File: src/rtl/vtg_pkg.sv
package vtg_pkg;

    localparam int unsigned ADDR_W = 4;

    typedef enum logic [ADDR_W-1:0] {
        RA_RUN   = 4'd0,
        RA_POL   = 4'd1,
        RA_MASK  = 4'd2,
        RA_STAT  = 4'd3,
        RA_H_VIS = 4'd4,
        RA_H_FP  = 4'd5,
        RA_H_SYN = 4'd6,
        RA_H_BP  = 4'd7,
        RA_V_VIS = 4'd8,
        RA_V_FP  = 4'd9,
        RA_V_SYN = 4'd10,
        RA_V_BP  = 4'd11
    } reg_addr_e;

    // polarity bit positions
    localparam int unsigned PB_HS   = 0;
    localparam int unsigned PB_VS   = 1;
    localparam int unsigned PB_DE   = 2;
    localparam int unsigned PB_DATA = 3;
    localparam int unsigned POL_W   = 4;

    // segment slot order inside an axis (behavioural order)
    localparam int unsigned SEG_VIS = 0;
    localparam int unsigned SEG_FP  = 1;
    localparam int unsigned SEG_SYN = 2;
    localparam int unsigned SEG_BP  = 3;
    localparam int unsigned N_SEG   = 4;

endpackage

File: src/rtl/vtg_regs.sv
module vtg_regs
    import vtg_pkg::*;
#(
    parameter int unsigned CNT_W = 12
) (
    input  logic                              clk,
    input  logic                              rst_n,
    input  logic                              we,
    input  logic [ADDR_W-1:0]                 addr,
    input  logic [CNT_W-1:0]                  wdata,
    input  logic                              frame_end,
    input  logic                              vs_event,
    output logic [CNT_W-1:0]                  rdata,
    output logic                              run,
    output logic [POL_W-1:0]                  pol,
    output logic                              mask,
    output logic                              stat,
    output logic [N_SEG-1:0][CNT_W-1:0]       h_live,
    output logic [N_SEG-1:0][CNT_W-1:0]       v_live
);

    typedef struct packed {
        logic                        run;
        logic [POL_W-1:0]            pol;
        logic                        mask;
        logic                        stat;
        logic [N_SEG-1:0][CNT_W-1:0] h_sh;
        logic [N_SEG-1:0][CNT_W-1:0] v_sh;
        logic [N_SEG-1:0][CNT_W-1:0] h_lv;
        logic [N_SEG-1:0][CNT_W-1:0] v_lv;
    } reg_st_t;

    reg_st_t st_d, st_q;
    logic    clr_hit;

    always_comb begin
        st_d    = st_q;
        clr_hit = we && (addr == RA_STAT) && wdata[0];

        // shadow to live: while stopped, or on the last pixel of a frame
        if (!st_q.run || frame_end) begin
            st_d.h_lv = st_q.h_sh;
            st_d.v_lv = st_q.v_sh;
        end

        // sticky status, set beats clear
        if (vs_event) begin
            st_d.stat = 1'b1;
        end else if (clr_hit) begin
            st_d.stat = 1'b0;
        end

        if (we) begin
            case (reg_addr_e'(addr))
                RA_RUN:  st_d.run  = wdata[0];
                RA_POL:  st_d.pol  = wdata[POL_W-1:0];
                RA_MASK: st_d.mask = wdata[0];
                RA_H_VIS, RA_H_FP, RA_H_SYN, RA_H_BP:
                    st_d.h_sh[addr[1:0]] = wdata;
                RA_V_VIS, RA_V_FP, RA_V_SYN, RA_V_BP:
                    st_d.v_sh[addr[1:0]] = wdata;
                default: ;
            endcase
        end
    end

    always_ff @(posedge clk or negedge rst_n) begin
        if (!rst_n) begin
            st_q <= '0;
        end else begin
            st_q <= st_d;
        end
    end

    always_comb begin
        rdata = '0;
        case (reg_addr_e'(addr))
            RA_RUN:  rdata[0] = st_q.run;
            RA_POL:  rdata[POL_W-1:0] = st_q.pol;
            RA_MASK: rdata[0] = st_q.mask;
            RA_STAT: rdata[0] = st_q.stat;
            RA_H_VIS, RA_H_FP, RA_H_SYN, RA_H_BP:
                rdata = st_q.h_sh[addr[1:0]];
            RA_V_VIS, RA_V_FP, RA_V_SYN, RA_V_BP:
                rdata = st_q.v_sh[addr[1:0]];
            default: rdata = '0;
        endcase
    end

    assign run    = st_q.run;
    assign pol    = st_q.pol;
    assign mask   = st_q.mask;
    assign stat   = st_q.stat;
    assign h_live = st_q.h_lv;
    assign v_live = st_q.v_lv;

endmodule

File: src/rtl/vtg_axis.sv
module vtg_axis
    import vtg_pkg::*;
#(
    parameter int unsigned CNT_W = 12,
    localparam int unsigned POS_W = CNT_W + 2
) (
    input  logic                        clk,
    input  logic                        rst_n,
    input  logic                        run,
    input  logic                        step,
    input  logic [N_SEG-1:0][CNT_W-1:0] seg_len,
    output logic [POS_W-1:0]            pos,
    output logic                        last,
    output logic                        in_vis,
    output logic                        in_sync,
    output logic                        sync_first
);

    typedef struct packed {
        logic [POS_W-1:0] pos;
    } ax_st_t;

    ax_st_t st_d, st_q;
    // seg_end[k] is the last position inside segment k
    logic [N_SEG-1:0][POS_W-1:0] seg_end;

    always_comb begin
        seg_end[SEG_VIS] = POS_W'(seg_len[SEG_VIS]);
        for (int k = 1; k < N_SEG; k++) begin
            seg_end[k] = seg_end[k-1] + POS_W'(seg_len[k]) + POS_W'(1);
        end
    end

    always_comb begin
        last       = (st_q.pos == seg_end[SEG_BP]);
        in_vis     = (st_q.pos <= seg_end[SEG_VIS]);
        in_sync    = (st_q.pos > seg_end[SEG_FP]) && (st_q.pos <= seg_end[SEG_SYN]);
        sync_first = (st_q.pos == seg_end[SEG_FP] + POS_W'(1));

        st_d = st_q;
        if (!run) begin
            st_d.pos = '0;
        end else if (step) begin
            st_d.pos = last ? '0 : st_q.pos + POS_W'(1);
        end
    end

    always_ff @(posedge clk or negedge rst_n) begin
        if (!rst_n) begin
            st_q <= '0;
        end else begin
            st_q <= st_d;
        end
    end

    assign pos = st_q.pos;

endmodule

File: src/rtl/vtg_top.sv
module vtg_top
    import vtg_pkg::*;
#(
    parameter int unsigned CNT_W = 12,
    parameter int unsigned PIX_W = 24,
    localparam int unsigned POS_W = CNT_W + 2
) (
    input  logic               clk,
    input  logic               rst_n,
    input  logic               reg_we,
    input  logic [ADDR_W-1:0]  reg_addr,
    input  logic [CNT_W-1:0]   reg_wdata,
    output logic [CNT_W-1:0]   reg_rdata,
    input  logic [PIX_W-1:0]   pix_in,
    output logic               hsync_o,
    output logic               vsync_o,
    output logic               de_o,
    output logic [PIX_W-1:0]   pix_o,
    output logic [POS_W-1:0]   x_o,
    output logic [POS_W-1:0]   y_o,
    output logic               irq_o
);

    localparam int unsigned N_AX = 2;   // 0 horizontal, 1 vertical

    typedef struct packed {
        logic             hs;
        logic             vs;
        logic             de;
        logic [PIX_W-1:0] pix;
        logic [POS_W-1:0] x;
        logic [POS_W-1:0] y;
    } out_t;

    localparam out_t OUT_RST = '{hs: 1'b1, vs: 1'b1, de: 1'b1, pix: '1, x: '0, y: '0};

    logic                              ctrl_run;
    logic [POL_W-1:0]                  pol_bits;
    logic                              irq_mask;
    logic                              irq_stat;
    logic [N_SEG-1:0][CNT_W-1:0]       h_live, v_live;
    logic [N_AX-1:0][N_SEG-1:0][CNT_W-1:0] ax_len;
    logic [N_AX-1:0][POS_W-1:0]        ax_pos;
    logic [N_AX-1:0]                   ax_step, ax_last, ax_vis, ax_sync, ax_sfirst;
    logic                              frame_end, vs_event, vis_now;
    logic                              unused_h_sfirst;
    out_t                              out_d, out_q;

    vtg_regs #(.CNT_W(CNT_W)) u_regs (
        .clk       (clk),
        .rst_n     (rst_n),
        .we        (reg_we),
        .addr      (reg_addr),
        .wdata     (reg_wdata),
        .frame_end (frame_end),
        .vs_event  (vs_event),
        .rdata     (reg_rdata),
        .run       (ctrl_run),
        .pol       (pol_bits),
        .mask      (irq_mask),
        .stat      (irq_stat),
        .h_live    (h_live),
        .v_live    (v_live)
    );

    assign ax_len[0]  = h_live;
    assign ax_len[1]  = v_live;
    assign ax_step[0] = 1'b1;
    assign ax_step[1] = ax_last[0];

    for (genvar g = 0; g < N_AX; g++) begin : g_axis
        vtg_axis #(.CNT_W(CNT_W)) u_axis (
            .clk        (clk),
            .rst_n      (rst_n),
            .run        (ctrl_run),
            .step       (ax_step[g]),
            .seg_len    (ax_len[g]),
            .pos        (ax_pos[g]),
            .last       (ax_last[g]),
            .in_vis     (ax_vis[g]),
            .in_sync    (ax_sync[g]),
            .sync_first (ax_sfirst[g])
        );
    end

    assign unused_h_sfirst = ax_sfirst[0];

    assign frame_end = ctrl_run && ax_last[0] && ax_last[1];
    assign vs_event  = ctrl_run && ax_sfirst[1] && (ax_pos[0] == '0);
    assign vis_now   = ctrl_run && ax_vis[0] && ax_vis[1];

    always_comb begin
        out_d.hs  = (ctrl_run && ax_sync[0]) ? pol_bits[PB_HS] : !pol_bits[PB_HS];
        out_d.vs  = (ctrl_run && ax_sync[1]) ? pol_bits[PB_VS] : !pol_bits[PB_VS];
        out_d.de  = vis_now ? pol_bits[PB_DE] : !pol_bits[PB_DE];
        out_d.pix = (vis_now ? pix_in : '0) ^ {PIX_W{!pol_bits[PB_DATA]}};
        out_d.x   = ctrl_run ? ax_pos[0] : '0;
        out_d.y   = ctrl_run ? ax_pos[1] : '0;
    end

    always_ff @(posedge clk or negedge rst_n) begin
        if (!rst_n) begin
            out_q <= OUT_RST;
        end else begin
            out_q <= out_d;
        end
    end

    assign hsync_o = out_q.hs;
    assign vsync_o = out_q.vs;
    assign de_o    = out_q.de;
    assign pix_o   = out_q.pix;
    assign x_o     = out_q.x;
    assign y_o     = out_q.y;
    assign irq_o   = irq_stat && irq_mask;

endmodule

File: config.mk
export PLATFORM = sky130hd
export DESIGN_NAME = vtg_top
export DESIGN_NICKNAME = d
export VERILOG_FILES = /design/src/rtl/vtg_pkg.sv /design/src/rtl/vtg_regs.sv /design/src/rtl/vtg_axis.sv /design/src/rtl/vtg_top.sv
export SDC_FILE = /design/constraint.sdc
export NUM_CORES = 1
export LEC_CHECK = 0
export ABC_AREA = 1
export BUFFER_PORTS_ARGS = -buffer_cell sky130_fd_sc_hd__buf_2
export CORE_UTILIZATION = 55
export CTS_CLUSTER_SIZE = 10
export DETAILED_ROUTE_END_ITERATION = 8
export GPL_TIMING_DRIVEN = 0
export MAX_ROUTING_LAYER = met4
export PLACE_DENSITY = 0.78
export SYNTH_ARGS = -nofsm -noshare
export SYNTH_HDL_FRONTEND = slang
export SYNTH_SLANG_ARGS = --single-unit
File: constraint.sdc
create_clock -name clk -period 6.7 [get_ports clk]
set_input_delay 0.335 -clock clk [delete_from_list [all_inputs] [get_ports clk]]
set_output_delay 0.335 -clock clk [all_outputs]
set_load 0.02 [all_outputs]
==> results.md <==
| Item | Value | Unit |
|---|---|---|
| Port buffer count | 106 | - |
| Placeable core area | 34500 | um2 |
| Slack of the worst reg-to-reg path | 0.48 | ns |
| Layout fillers | 3129 | - |
| Total DRC errors in the routed layout | 0 | - |
| DIE AREA | 35800 | um2 |
| Via count of the first global-routing pass | 16800 | - |
| Initial Utilization | 55.8 | % |
| Startpoint of the tightest hold check path | pix_in[10] | - |
| Total global routing overflow | 0 | - |
| Leading area contributor after synthesis | sky130_fd_sc_hd__dfrtp_1 | - |
| Clock Skews | 0.0217 | ns |
| Max_slew headroom | 39.0 | % |
| Initial drt markers | 1395 | - |
| Overall track demand over capacity in global routing | 32.3 | % |
| Post-synthesis adder-cell area fraction | 11.2 | % |
| Placed cell area | 20400 | um2 |
| I/O Pins | 111 | - |
| Multiplexer area fraction after synthesis | 2.04 | % |
| Routed vias/inst | 5.54 | - |
| Endpoint of the worst register-to-register path | u_regs.v_live[10] | - |
| XOR/XNOR Fraction of Synth Area | 5.11 | % |
| Die X-Extent | 189 | um |
| Final worst-path cycle share | 92.9 | % |
| # Max-Cap Violations | 0 | - |
| Buffers from clock root to sink, at most | 3 | - |
| Number of setup buffers added after CTS | 0 | - |
| Capturing element type of the critical path | register | - |
| Largest incremental delay on the critical path | 0.43 | ns |
| Combinational family with the most area after synthesis | simple AND/OR/NAND/NOR gates | - |
| Cell with the most instances after synthesis | sky130_fd_sc_hd__nand2_1 | - |
| Count of different cell masters after synthesis | 52 | - |
| Count of nets after finishing | 2903 | - |
| Total of endpoints with negative setup slack in the final report | 0 | - |
| Cell count after synthesis | 2545 | - |
| WHS Endpoint | pix_o[10] | - |
| H-tree level count | 2 | - |
| Hold depth | 3 | - |
| Result of the run | completed | - |
| Simple-Gate Fraction of Synth Area | 26.2 | % |
| Ys Warns | 0 | - |
| Portion of synthesized cell area occupied by the leading cell type | 33.1 | % |
| Crit-path max FO | 10 | - |
| Final worst path period need | 6.22 | ns |
| Area growth from synthesis to layout | 11.6 | % |
| TritonCTS clock tree | done | - |
| Routed len/inst | 17.4 | um |
| Clk sinks | 282 | - |
| Most frequent cell on the critical path | sky130_fd_sc_hd__nand2_1 | - |
| Syn Std Cell Area | 19300 | um2 |
| Cell count of the worst reg-to-reg path | 37 | - |
| Flip-flop cell with the highest count after synthesis | sky130_fd_sc_hd__dfrtp_1 | - |
| Compound-cell area share of the yosys netlist | 8.98 | % |
| Worst flop-to-flop path startpoint | u_regs.v_live[12] | - |
| Type of origin of the critical path | register | - |
| Global-route wire length before repair | 88200 | um |
| Total count of max-transition violations in the final report | 0 | - |
| Vertical die dimension | 189 | um |
| Transition at the pin with the smallest max-transition slack | 0.912 | ns |
| Upper clock frequency limit | 0.161 | GHz |
| Standard-cell rows | 68 | - |
| Critical-path cell with the highest stage delay | sky130_fd_sc_hd__nor3_2 | - |
| First-pass iteration count of the detailed router | 6 | - |
| Critical Path Start | u_regs.v_live[12] | - |
| Count of flip-flops with a built-in enable after synthesis | 0 | - |
| Fraction of layout cells with a size suffix above 1 | 10.5 | % |
| Largest net degree at the start of global routing | 125 | - |
| Total CTS buffers | 35 | - |
| Mean Syn Cell Area | 7.57 | um2 |
| Endpoint required time on the critical path | 7.17 | ns |
| Final antenna-violating net count | 0 | - |
| Top cells by instance count after synthesis | sky130_fd_sc_hd__nand2_1 (741), sky130_fd_sc_hd__inv_1 (372), sky130_fd_sc_hd__dfrtp_1 (255) | - |
| Critical Setup Path Class | register to register | - |
| Count of endpoints failing hold in the final timing report | 0 | - |
| Largest cells by area after synthesis | sky130_fd_sc_hd__dfrtp_1 (33%), sky130_fd_sc_hd__nand2_1 (14%), sky130_fd_sc_hd__ha_1 (11%) | - |
| Insertion delay of the later-clocked pin in the worst-skew pair | 0.54 | ns |
| Number of vias in the routed layout | 17600 | - |
| Post-Layout Inst Area | 21500 | um2 |
| Post-synth ARST share | 100 | % |
| Worst-path clk slew | 0.06 | ns |
| Final routed wirelength across all metal layers | 55200 | um |
| Critical path arrival | 6.69 | ns |
| Final weighted congestion in routability-driven placement | 0.971 | - |
| Number of antenna violations at the first check in global routing | 2 | - |
| Net count after synthesis | 2757 | - |
| Number of flip-flops and latches in the synthesized netlist | 282 | - |
| Path type of the worst min-delay path | input pin to register | - |
| CTS Root Buffer Type | sky130_fd_sc_hd__clkbuf_16 | - |
| HPWL reported at the end of detailed placement | 43200 | um |
| Sequential fraction of the synthesis area | 36.8 | % |
==> final cells by class <==
class	count	area [um2]	area share (%)
Antenna cell	2	5.00	0.0233
Buffer	78	445	2.07
Clock inverter	5	61.3	0.285
Inverter	376	1410	6.56
Timing Repair Buffer	109	606	2.81
Tap cell	455	569	2.65
Sequential cell	282	7090	32.9
Clock buffer	53	983	4.57
Multi-Input combinational cell	1809	10300	48.1
==> flip-flops by register name, indices dropped and copies added (netlist names) <==
| signal | flops |
|---|---|
| hsync_o | 1 |
| u_regs.pol | 4 |
| g_axis.u_axis.pos | 28 |
| x_o | 14 |
| u_regs.v_live | 48 |
| pix_o | 24 |
| u_regs.run | 1 |
| u_regs.h_live | 48 |
| de_o | 1 |
| u_regs.st_q | 96 |
| vsync_o | 1 |
| y_o | 14 |
| u_regs.stat | 1 |
| u_regs.mask | 1 |
==> kinds of logic after synthesis <==
logic type | Yosys count
AO/OA/AOI/OAI | 295
XOR/XNOR | 111
adder cells (fa/ha/maj) | 169
buffers and inverters | 454
flip-flops | 282
multiplexers | 35
AND/OR/NAND/NOR | 1199
==> critical path: cells and delay by family (launching register included) <==
family / cells / cell delay (ns)
XOR/XNOR: 1 / 0.20
AO/OA/AOI/OAI: 6 / 1.05
AND/OR/NAND/NOR: 21 / 2.63
flip-flops: 1 / 0.40
adder cells (fa/ha/maj): 4 / 1.29
buffers and inverters: 5 / 0.57
==> worst max path at each step <==
| stage | endpoint | slack (ns) | cells after the start |
|---|---|---|---|
| finish | u_regs.v_live[10] | 0.48 | 37 |
| global route | u_regs.v_live[10] | -0.02 | 35 |
| CTS | u_regs.v_live[17] | 0.44 | 34 |
| detailed placement | u_regs.v_live[28] | 0.51 | 34 |
| global placement | u_regs.st_q[161] | 0.25 | 1 |
| floorplan | u_regs.v_live[25] | 1.62 | 34 |
==> repair_timing <==
action | CTS | global route
endpoints found under the setup margin | 0 | 96
hold endpoints to repair | 50 | 0
hold buffers | 1 | 0
gates resized for setup | 0 | 4
==> cells in the final DEF, fill, tap and decap left out, drive strengths merged, types with 5 or more instances in the layout <==
cell type    n
a21oi       94
xnor2       21
dfstp       27
o22ai       17
nand3      237
dfrtp      255
a22oi       16
fa           6
nor4         5
buf        143
clkbuf      96
o221ai      17
nand4       36
ha         163
nor2       134
a31oi        7
a22o         8
nor3        19
nand2      755
mux2        35
o21ai      105
xor2        89
inv        379
o21bai       7
==> layer usage <==
layer	wire (um)	up-vias	part of all wire, %	global-route usage, %
li1	-	8534	-	-
met1	24900	8228	45	43.7
met2	24200	658	44	49.4
met3	3880	136	7.0	4.24
met4	2200	0	4.0	12.4
met5	0	-	0	-
==> through the flow <==
stage	instances	hold slack, ns	setup WS [ns]	utilization, %	setup TNS [ns]
global route	3169	0.0197	-0.0179	62.3	-0.0781
finish	3169	0.0257	0.475	62.3	0
global placement	3106	0.446	0.252	59.0	0
detailed placement	3108	0.268	0.513	59.2	0
floorplan	2545	0.0394	1.62	-	0
CTS	3167	0.0113	0.442	62.2	0
Power is left out: the tool's default activity adds up to more than one toggle a clock period on the data nets, which glitch-free logic cannot reach.
